File: src/rtl/bsr_pkg.sv
package bsr_pkg;

    // Phases of one serial communication cycle
    typedef enum logic [1:0] {
        PH_ADDR = 2'd0,   // collecting address bits
        PH_PEND = 2'd1,   // data address known, direction not yet fixed
        PH_RD   = 2'd2,   // shifting a byte out
        PH_WR   = 2'd3    // shifting a byte in
    } phase_e;

endpackage

File: src/rtl/bsr_pin_sync.sv
module bsr_pin_sync #(
    parameter int STAGES = 2
) (
    input  logic clk,
    input  logic rst_n,
    input  logic cs_n_i,
    input  logic rd_n_i,
    input  logic wr_n_i,
    input  logic dio_i,
    output logic wr_rise_o,
    output logic rd_rise_o,
    output logic din_o
);

    // Pin vector layout: bit 0 write, bit 1 read, bit 2 select, bit 3 data
    localparam int          NPIN    = 4;
    localparam logic [NPIN-1:0] IDLE_V = 4'b0111;

    logic [NPIN-1:0] pins;
    logic [NPIN-1:0] stage_d [STAGES];
    logic [NPIN-1:0] stage_q [STAGES];
    logic [NPIN-1:0] prev_d, prev_q;
    logic [NPIN-1:0] cur;

    assign pins = {dio_i, cs_n_i, rd_n_i, wr_n_i};

    genvar s;
    generate
        for (s = 0; s < STAGES; s++) begin : g_stage
            if (s == 0) begin : g_first
                always_comb stage_d[s] = pins;
            end else begin : g_next
                always_comb stage_d[s] = stage_q[s-1];
            end
            always_ff @(posedge clk or negedge rst_n) begin
                if (!rst_n) stage_q[s] <= IDLE_V;
                else        stage_q[s] <= stage_d[s];
            end
        end
    endgenerate

    assign cur = stage_q[STAGES-1];

    always_comb prev_d = cur;

    always_ff @(posedge clk or negedge rst_n) begin
        if (!rst_n) prev_q <= IDLE_V;
        else        prev_q <= prev_d;
    end

    // A strobe counts on its rising edge only while select is low
    assign wr_rise_o = cur[0] & ~prev_q[0] & ~cur[2];
    assign rd_rise_o = cur[1] & ~prev_q[1] & ~cur[2];
    assign din_o     = cur[3];

endmodule

File: src/rtl/bsr_seq.sv
module bsr_seq
    import bsr_pkg::*;
#(
    parameter int ADDR_W = 4,
    parameter int DATA_W = 8
) (
    input  logic              clk,
    input  logic              rst_n,
    input  logic              wr_rise_i,
    input  logic              rd_rise_i,
    input  logic              din_i,
    input  logic              lock_i,
    input  logic [DATA_W-1:0] rdata_i,
    output logic [ADDR_W-1:0] addr_o,
    output logic              we_o,
    output logic [DATA_W-1:0] wdata_o,
    output logic              load_o,
    output logic              fetch_o,
    output logic              dout_o,
    output logic              idle_o
);

    localparam int CNT_W = (DATA_W > ADDR_W) ? $clog2(DATA_W) : $clog2(ADDR_W);
    localparam int AIX_W = $clog2(ADDR_W);
    localparam logic [ADDR_W-1:0] CODE_FETCH = '1;
    localparam logic [ADDR_W-1:0] CODE_LOAD  = CODE_FETCH - 1'b1;
    localparam logic [CNT_W-1:0]  ADDR_LAST  = CNT_W'(ADDR_W - 1);
    localparam logic [CNT_W-1:0]  DATA_LAST  = CNT_W'(DATA_W - 1);

    typedef struct packed {
        phase_e             phase;
        logic [CNT_W-1:0]   cnt;
        logic [ADDR_W-1:0]  addr;
        logic [DATA_W-1:0]  shift;
        logic               we;
        logic [DATA_W-1:0]  wdata;
        logic               load;
        logic               fetch;
    } seq_t;

    seq_t st_d, st_q;
    logic [ADDR_W-1:0] a_next;
    logic [DATA_W-1:0] sh_next;

    always_comb begin
        st_d       = st_q;
        st_d.we    = 1'b0;
        st_d.load  = 1'b0;
        st_d.fetch = 1'b0;
        a_next     = st_q.addr;
        sh_next    = st_q.shift;

        case (st_q.phase)
            PH_ADDR: begin
                if (wr_rise_i) begin
                    a_next[st_q.cnt[AIX_W-1:0]] = din_i;
                    st_d.addr = a_next;
                    if (st_q.cnt == ADDR_LAST) begin
                        st_d.cnt = '0;
                        if (a_next == CODE_LOAD) begin
                            st_d.load = ~lock_i;
                        end else if (a_next == CODE_FETCH) begin
                            st_d.fetch = 1'b1;
                        end else begin
                            st_d.phase = PH_PEND;
                        end
                    end else begin
                        st_d.cnt = st_q.cnt + 1'b1;
                    end
                end
            end
            PH_PEND: begin
                if (wr_rise_i) begin
                    sh_next    = '0;
                    sh_next[0] = din_i;
                    st_d.shift = sh_next;
                    st_d.cnt   = CNT_W'(1);
                    st_d.phase = PH_WR;
                end else if (rd_rise_i) begin
                    st_d.cnt   = CNT_W'(1);
                    st_d.phase = PH_RD;
                end
            end
            PH_WR: begin
                if (wr_rise_i) begin
                    sh_next[st_q.cnt] = din_i;
                    st_d.shift = sh_next;
                    if (st_q.cnt == DATA_LAST) begin
                        st_d.we    = 1'b1;
                        st_d.wdata = sh_next;
                        st_d.cnt   = '0;
                        st_d.phase = PH_ADDR;
                    end else begin
                        st_d.cnt = st_q.cnt + 1'b1;
                    end
                end
            end
            PH_RD: begin
                if (rd_rise_i) begin
                    if (st_q.cnt == DATA_LAST) begin
                        st_d.cnt   = '0;
                        st_d.phase = PH_ADDR;
                    end else begin
                        st_d.cnt = st_q.cnt + 1'b1;
                    end
                end
            end
            default: st_d = st_q;
        endcase
    end

    always_ff @(posedge clk or negedge rst_n) begin
        if (!rst_n) begin
            st_q <= '{phase: PH_ADDR, cnt: '0, addr: '0, shift: '0,
                      we: 1'b0, wdata: '0, load: 1'b0, fetch: 1'b0};
        end else begin
            st_q <= st_d;
        end
    end

    assign addr_o  = st_q.addr;
    assign we_o    = st_q.we;
    assign wdata_o = st_q.wdata;
    assign load_o  = st_q.load;
    assign fetch_o = st_q.fetch;
    assign idle_o  = (st_q.phase == PH_ADDR);
    assign dout_o  = (st_q.phase == PH_RD || st_q.phase == PH_PEND)
                     ? rdata_i[st_q.cnt] : 1'b0;

endmodule

File: src/rtl/bsr_regfile.sv
module bsr_regfile #(
    parameter int ADDR_W   = 4,
    parameter int DATA_W   = 8,
    parameter int NUM_REGS = 10,
    parameter int TD_BASE  = 2,
    parameter int LOCK_BIT = 7
) (
    input  logic                          clk,
    input  logic                          rst_n,
    input  logic                          we_i,
    input  logic [ADDR_W-1:0]             addr_i,
    input  logic [DATA_W-1:0]             wdata_i,
    output logic [DATA_W-1:0]             rdata_o,
    input  logic                          load_i,
    input  logic                          fetch_i,
    input  logic [(NUM_REGS-TD_BASE)*DATA_W-1:0] snap_i,
    output logic [(NUM_REGS-TD_BASE)*DATA_W-1:0] td_bus_o,
    output logic                          lock_o,
    output logic [DATA_W-1:0]             stat1_o
);

    localparam int TD_N     = NUM_REGS - TD_BASE;
    localparam int CLR_IDX  = 1;

    logic [DATA_W-1:0] regs_d [NUM_REGS];
    logic [DATA_W-1:0] regs_q [NUM_REGS];
    logic              addr_ok;

    assign addr_ok = (int'(addr_i) < NUM_REGS);

    always_comb begin
        for (int i = 0; i < NUM_REGS; i++) regs_d[i] = regs_q[i];
        if (fetch_i) begin
            for (int k = 0; k < TD_N; k++) regs_d[TD_BASE+k] = snap_i[k*DATA_W +: DATA_W];
        end else if (load_i) begin
            regs_d[CLR_IDX] = '0;
        end else if (we_i && addr_ok) begin
            for (int i = 0; i < NUM_REGS; i++) begin
                if (addr_i == ADDR_W'(i)) regs_d[i] = wdata_i;
            end
        end
    end

    always_ff @(posedge clk or negedge rst_n) begin
        if (!rst_n) begin
            for (int i = 0; i < NUM_REGS; i++) regs_q[i] <= '0;
        end else begin
            for (int i = 0; i < NUM_REGS; i++) regs_q[i] <= regs_d[i];
        end
    end

    always_comb begin
        rdata_o = '0;
        for (int i = 0; i < NUM_REGS; i++) begin
            if (addr_i == ADDR_W'(i)) rdata_o = regs_q[i];
        end
    end

    genvar k;
    generate
        for (k = 0; k < TD_N; k++) begin : g_td
            assign td_bus_o[k*DATA_W +: DATA_W] = regs_q[TD_BASE+k];
        end
    endgenerate

    assign lock_o  = regs_q[0][LOCK_BIT];
    assign stat1_o = regs_q[CLR_IDX];

endmodule

File: src/rtl/bsr_engine.sv
module bsr_engine #(
    parameter int ADDR_W   = 4,
    parameter int DATA_W   = 8,
    parameter int NUM_REGS = 10,
    parameter int TD_BASE  = 2,
    parameter int LOCK_BIT = 7,
    parameter int SYNC_N   = 2
) (
    input  logic        clk,
    input  logic        rst_n,
    input  logic        cs_n_i,
    input  logic        rd_n_i,
    input  logic        wr_n_i,
    input  logic        dio_i,
    output logic        dio_o,
    output logic        dio_oe_o,
    input  logic [(NUM_REGS-TD_BASE)*DATA_W-1:0] td_snap_i,
    output logic [(NUM_REGS-TD_BASE)*DATA_W-1:0] td_bus_o,
    output logic        cmd_load_o,
    output logic        cmd_fetch_o
);

    logic              wr_rise, rd_rise, din_s;
    logic              lock_w, seq_idle, we_w;
    logic [ADDR_W-1:0] addr_w;
    logic [DATA_W-1:0] wdata_w, rdata_w, stat1_w;

    bsr_pin_sync #(.STAGES(SYNC_N)) u_sync (
        .clk       (clk),
        .rst_n     (rst_n),
        .cs_n_i    (cs_n_i),
        .rd_n_i    (rd_n_i),
        .wr_n_i    (wr_n_i),
        .dio_i     (dio_i),
        .wr_rise_o (wr_rise),
        .rd_rise_o (rd_rise),
        .din_o     (din_s)
    );

    bsr_seq #(.ADDR_W(ADDR_W), .DATA_W(DATA_W)) u_seq (
        .clk       (clk),
        .rst_n     (rst_n),
        .wr_rise_i (wr_rise),
        .rd_rise_i (rd_rise),
        .din_i     (din_s),
        .lock_i    (lock_w),
        .rdata_i   (rdata_w),
        .addr_o    (addr_w),
        .we_o      (we_w),
        .wdata_o   (wdata_w),
        .load_o    (cmd_load_o),
        .fetch_o   (cmd_fetch_o),
        .dout_o    (dio_o),
        .idle_o    (seq_idle)
    );

    bsr_regfile #(
        .ADDR_W(ADDR_W), .DATA_W(DATA_W), .NUM_REGS(NUM_REGS),
        .TD_BASE(TD_BASE), .LOCK_BIT(LOCK_BIT)
    ) u_rf (
        .clk      (clk),
        .rst_n    (rst_n),
        .we_i     (we_w),
        .addr_i   (addr_w),
        .wdata_i  (wdata_w),
        .rdata_o  (rdata_w),
        .load_i   (cmd_load_o),
        .fetch_i  (cmd_fetch_o),
        .snap_i   (td_snap_i),
        .td_bus_o (td_bus_o),
        .lock_o   (lock_w),
        .stat1_o  (stat1_w)
    );

    // Pad driver follows the raw pins so the bit appears as soon as read is low
    assign dio_oe_o = ~cs_n_i & ~rd_n_i;

endmodule

File: config.mk
export PLATFORM = sky130hd
export DESIGN_NAME = bsr_engine
export DESIGN_NICKNAME = d
export VERILOG_FILES = /design/src/rtl/bsr_pkg.sv /design/src/rtl/bsr_pin_sync.sv /design/src/rtl/bsr_seq.sv /design/src/rtl/bsr_regfile.sv /design/src/rtl/bsr_engine.sv
export SDC_FILE = /design/constraint.sdc
export NUM_CORES = 1
export LEC_CHECK = 0
export BUFFER_PORTS_ARGS = -buffer_cell sky130_fd_sc_hd__buf_4
export CAP_MARGIN = 20
export CORE_MARGIN = 1
export CORE_UTILIZATION = 56
export CTS_CLUSTER_DIAMETER = 50
export DETAILED_ROUTE_END_ITERATION = 7
export PLACE_DENSITY_LB_ADDON = 0.1
export SYNTH_ARGS = -nofsm -noshare
export SYNTH_HDL_FRONTEND = slang
export SYNTH_SLANG_ARGS = --single-unit
File: constraint.sdc
create_clock -name clk -period 2.8 [get_ports clk]
set_input_delay 0.28 -clock clk [delete_from_list [all_inputs] [get_ports clk]]
set_output_delay 0.28 -clock clk [all_outputs]
set_load 0.05 [all_outputs]
==> impl_table.tex <==
\begin{tabular}{lr}
\hline
Metric & Value \\
\hline
\multicolumn{2}{l}{\textbf{Outcome}} \\
Result of the run & finished with violations \\
Violated checks & DRC, setup timing \\
\multicolumn{2}{l}{\textbf{STA}} \\
Total count of hold-check failures in the final report & 0 \\
Clock skew & 0.00672 ns \\
Ratio of final minimum period to clock period & 107\% \\
Setup repair after global routing missed its margin & true \\
Worst hold slack & 0.0584 ns \\
Total of endpoints with negative setup slack in the final report & 1 \\
Final critical delay including setup and external delays & 2.99 ns \\
Fmax & 334 MHz \\
Worst slew slack as a fraction of its limit & 45.8\% \\
Final Max Slew Viols & 0 \\
Actual transition at the worst max-transition pin & 0.806 ns \\
Worst Slack Setup Final & -0.191 ns \\
\multicolumn{2}{l}{\textbf{Finish}} \\
Final cell count without fillers & 943 \\
Leading cell type in the layout, fill and taps excluded & buf\_4 \\
Synthesis-to-layout area growth & 21.8\% \\
Design area & 8200 um\^{}2 \\
Sequential cell area & 2970 um\^{}2 \\
Final Net Count & 869 \\
Number of antenna cells inserted & 0 \\
Most frequent cells in the layout & buf\_4, nand2\_1, dfrtp\_1, mux2i\_1, o21ai\_0 \\
Proportion of layout cells with a drive suffix above 1 & 29.5\% \\
Area taken by multi-input logic gates & 3080 um\^{}2 \\
Number of fillers in the final layout & 862 \\
\multicolumn{2}{l}{\textbf{Detailed routing}} \\
First-pass iteration count of the detailed router & 7 \\
Routed Antenna Nets & 0 \\
Routed length per instance & 20.7 um \\
Post-detailed-route via-to-cell ratio & around 6 \\
Vias post-DR & between 5,000 and 6,000 \\
Number of DRC markers in iteration 0 & 353 \\
Residual DRC count & 9 \\
Aggregate routed wire length & 19.5 mm \\
\multicolumn{2}{l}{\textbf{Logic synthesis}} \\
Cell types occupying the most area after synthesis & dfrtp\_1, mux2i\_1, buf\_4 \\
Adder and majority cell fraction of the synthesized area & 2.23\% \\
Post-Synthesis Cells & 706 \\
Combined area of all synthesized cells & 6730 um\^{}2 \\
Average cell area after synthesis & 9.54 um\^{}2 \\
Area fraction in and, or, nand and nor cells after synthesis & 13.7\% \\
Post-Synthesis Net Count & slightly below 800 \\
Multiplexer share of the synthesized area & about 15\% \\
Synthesized-area fraction occupied by ao, oa, aoi and oai cells & 13.9\% \\
Total number of yosys warnings & 0 \\
Count of distinct cell types in the synthesized netlist & 55 \\
Combinational family with the most area after synthesis & multiplexers \\
Async set-reset flop share out of synthesis & 100\% \\
XOR/XNOR Fraction of Synth Area & 0\% \\
Area share of the largest cell type after synthesis & 40.9\% \\
Seq/Total Area, Yosys & around 44\% \\
Number of synthesized flops with an enable pin & 0 \\
Most area-hungry cell type in the Yosys netlist & dfrtp\_1 \\
Synth Register Bits & 118 \\
Primary FF master, synth & dfrtp\_1 \\
\multicolumn{2}{l}{\textbf{Floorplan}} \\
Die outline width & 112 um \\
Core ar. & around 12,000 um\^{}2 \\
Die H & 112 um \\
Core Rows & 39 \\
IO Count & between 100 and 150 \\
Starting density of the core & between 50\% and 60\% \\
Floorplan die area & roughly 12,000 um\^{}2 \\
\multicolumn{2}{l}{\textbf{Place}} \\
Pre-CTS worst setup slack & approximately 0.22 ns \\
Number of I/O port buffers & 137 \\
Cell count after placement & 901 \\
Weighted congestion at the end of routability-driven global placement & 0.919 \\
Half-perimeter wire length after detailed placement & 13.8 mm \\
Area after DPL & 7460 um\^{}2 \\
\multicolumn{2}{l}{\textbf{GRT}} \\
Largest net degree at the start of global routing & 86 \\
Global-route usage over all layers & about 33\% \\
Vias in the first global route & around 5,600 \\
Total overflow reported by the global router & 0 \\
Number of antenna violations at the first check in global routing & 0 \\
Global-route wire length before repair & between 30 and 40 mm \\
\multicolumn{2}{l}{\textbf{CTS}} \\
Maximum clock insertion buffer count & 2 \\
TritonCTS clock tree & built \\
Total number of clock tree sinks & 118 \\
Number of buffers inserted during clock tree synthesis & 17 \\
Skew-Pair Late Insertion Delay & 0.42 ns \\
Clock Root Buffer & clkbuf\_16 \\
Clock transition at path regs & $\sim$0.050 ns \\
H-tree depth & 4 \\
\multicolumn{2}{l}{\textbf{Flow run}} \\
MaxCap Viol Count & 0 \\
\multicolumn{2}{l}{\textbf{Pwr}} \\
Leakage & 3.71 nW \\
Highest ir drop seen on vdd & 0.571 mV \\
Power after layout & 0.00502 W \\
Power per cell area & $\sim$600 nW/um\^{}2 \\
\multicolumn{2}{l}{\textbf{Setup path}} \\
Crit start category & flip-flop \\
Endpoint arrival time on the critical path & between 2 and 3 ns \\
Highest fanout seen on the critical path & 3 \\
Data required time of the worst path & 2.52 ns \\
Crit end category & output pin \\
Worst setup path category & reg2out \\
\multicolumn{2}{l}{\textbf{Worst hold path}} \\
Path class of the lowest-slack min-delay path & in2reg \\
\hline
\end{tabular}
area by class of cell:
type	instances	area share, %
multi-input combinational	467	37.6
sequential	118	36.3
timing repair buffer	171	16.6
clock buffer	21	5.49
tap	143	2.18
clock inverter	11	1.31
inverter	12	0.580
per-layer routing:
metal	global-route usage [%]	up-vias	wire, um
met3	6.53	45	1170
li1	-	2567	-
met5	0	-	0
met2	55.2	220	9590
met4	14.9	0	663
met1	40.7	2737	8090
worst max-delay path: stages, from the launching register on:
cell and delay [ns]:
dfrtp_4 0.50, buf_12 0.14, nand2b_4 0.13, a221oi_2 0.22, and3_1 0.23, a2111oi_2 0.05
or4_4 0.54, nor4_4 0.28, buf_6 0.20
sequential cells by signal, summed over array words and instances, names as in the netlist:
| signal | cells |
|---|---|
| u_seq.fetch_o | 1 |
| u_rf.lock_o | 1 |
| u_seq.st_q | 13 |
| u_sync.stage_d | 4 |
| u_seq.we_o | 1 |
| u_rf.td_bus_o | 64 |
| u_sync.cur | 4 |
| u_rf.stat1_o | 8 |
| u_sync.prev_q | 2 |
| u_seq.addr_o | 4 |
| u_seq.load_o | 1 |
| u_seq.wdata_o | 8 |
| u_rf.regs_q | 7 |
synthesized netlist by cell type, types with 4 or more instances:
master	n
dfrtp_1	110
nor2_1	29
dfstp_2	8
nand2b_1	9
nand2_1	112
o22ai_1	5
buf_4	68
buf_2	7
a31oi_1	4
clkbuf_1	31
a22oi_1	9
mux2_2	15
inv_1	11
nor2b_1	5
ha_1	12
and3_1	4
nand3_1	8
mux2i_1	84
a22o_1	11
a21oi_1	12
o21ai_0	83
o21ai_1	5
nor3_1	14
cell families after synthesis:
kind of cell	Yosys count
AOI/OAI and AO/OA	154
adders and majority gates	12
buffers and inverters	121
DFF	118
muxes	100
and+or+nand+nor	201
through the flow:
step | TNS, ns | utilization (%)
floorplan | 0 | -
global placement | 0 | 64.5
detailed placement | 0 | 64.5
CTS | -0.114 | 70.9
global route | -0.275 | 70.9
finish | -0.191 | 70.9
worst paths after layout:
check	start	end	slack, ns	cells after the start
worst min register to register	u_sync.stage_d[0]	u_sync.cur[0]	0.35	0
max in group asynchronous	rst_n	u_sync.prev_q[0]	1.72	3
worst max-delay path	u_seq.addr_o[0]	dio_o	-0.19	8
worst max register to register	u_seq.addr_o[0]	u_rf.td_bus_o[36]	0.53	6
min in group asynchronous	rst_n	u_rf.td_bus_o[4]	0.35	2
worst min-delay path	td_snap_i[34]	u_rf.td_bus_o[34]	0.06	3
report_power, final:
part / total, W / internal, W / switching, W
logic: 0.00112 / 0.000511 / 0.000612
clock network: 0.00208 / 0.00132 / 0.000761
registers: 0.00182 / 0.00175 / 0.0000693
total: 0.00502 / 0.00358 / 0.00144
repair_timing:
action	4_1_cts	5_1_grt
gates cloned	0	0
pin swaps	8	2
setup buffers	5	0
hold buffers	5	0
endpoints found under the hold margin	35	0
endpoints found under the setup margin	1	1
gates resized for setup	19	0
No activity file was read; power rests on OpenSTA's default activity.
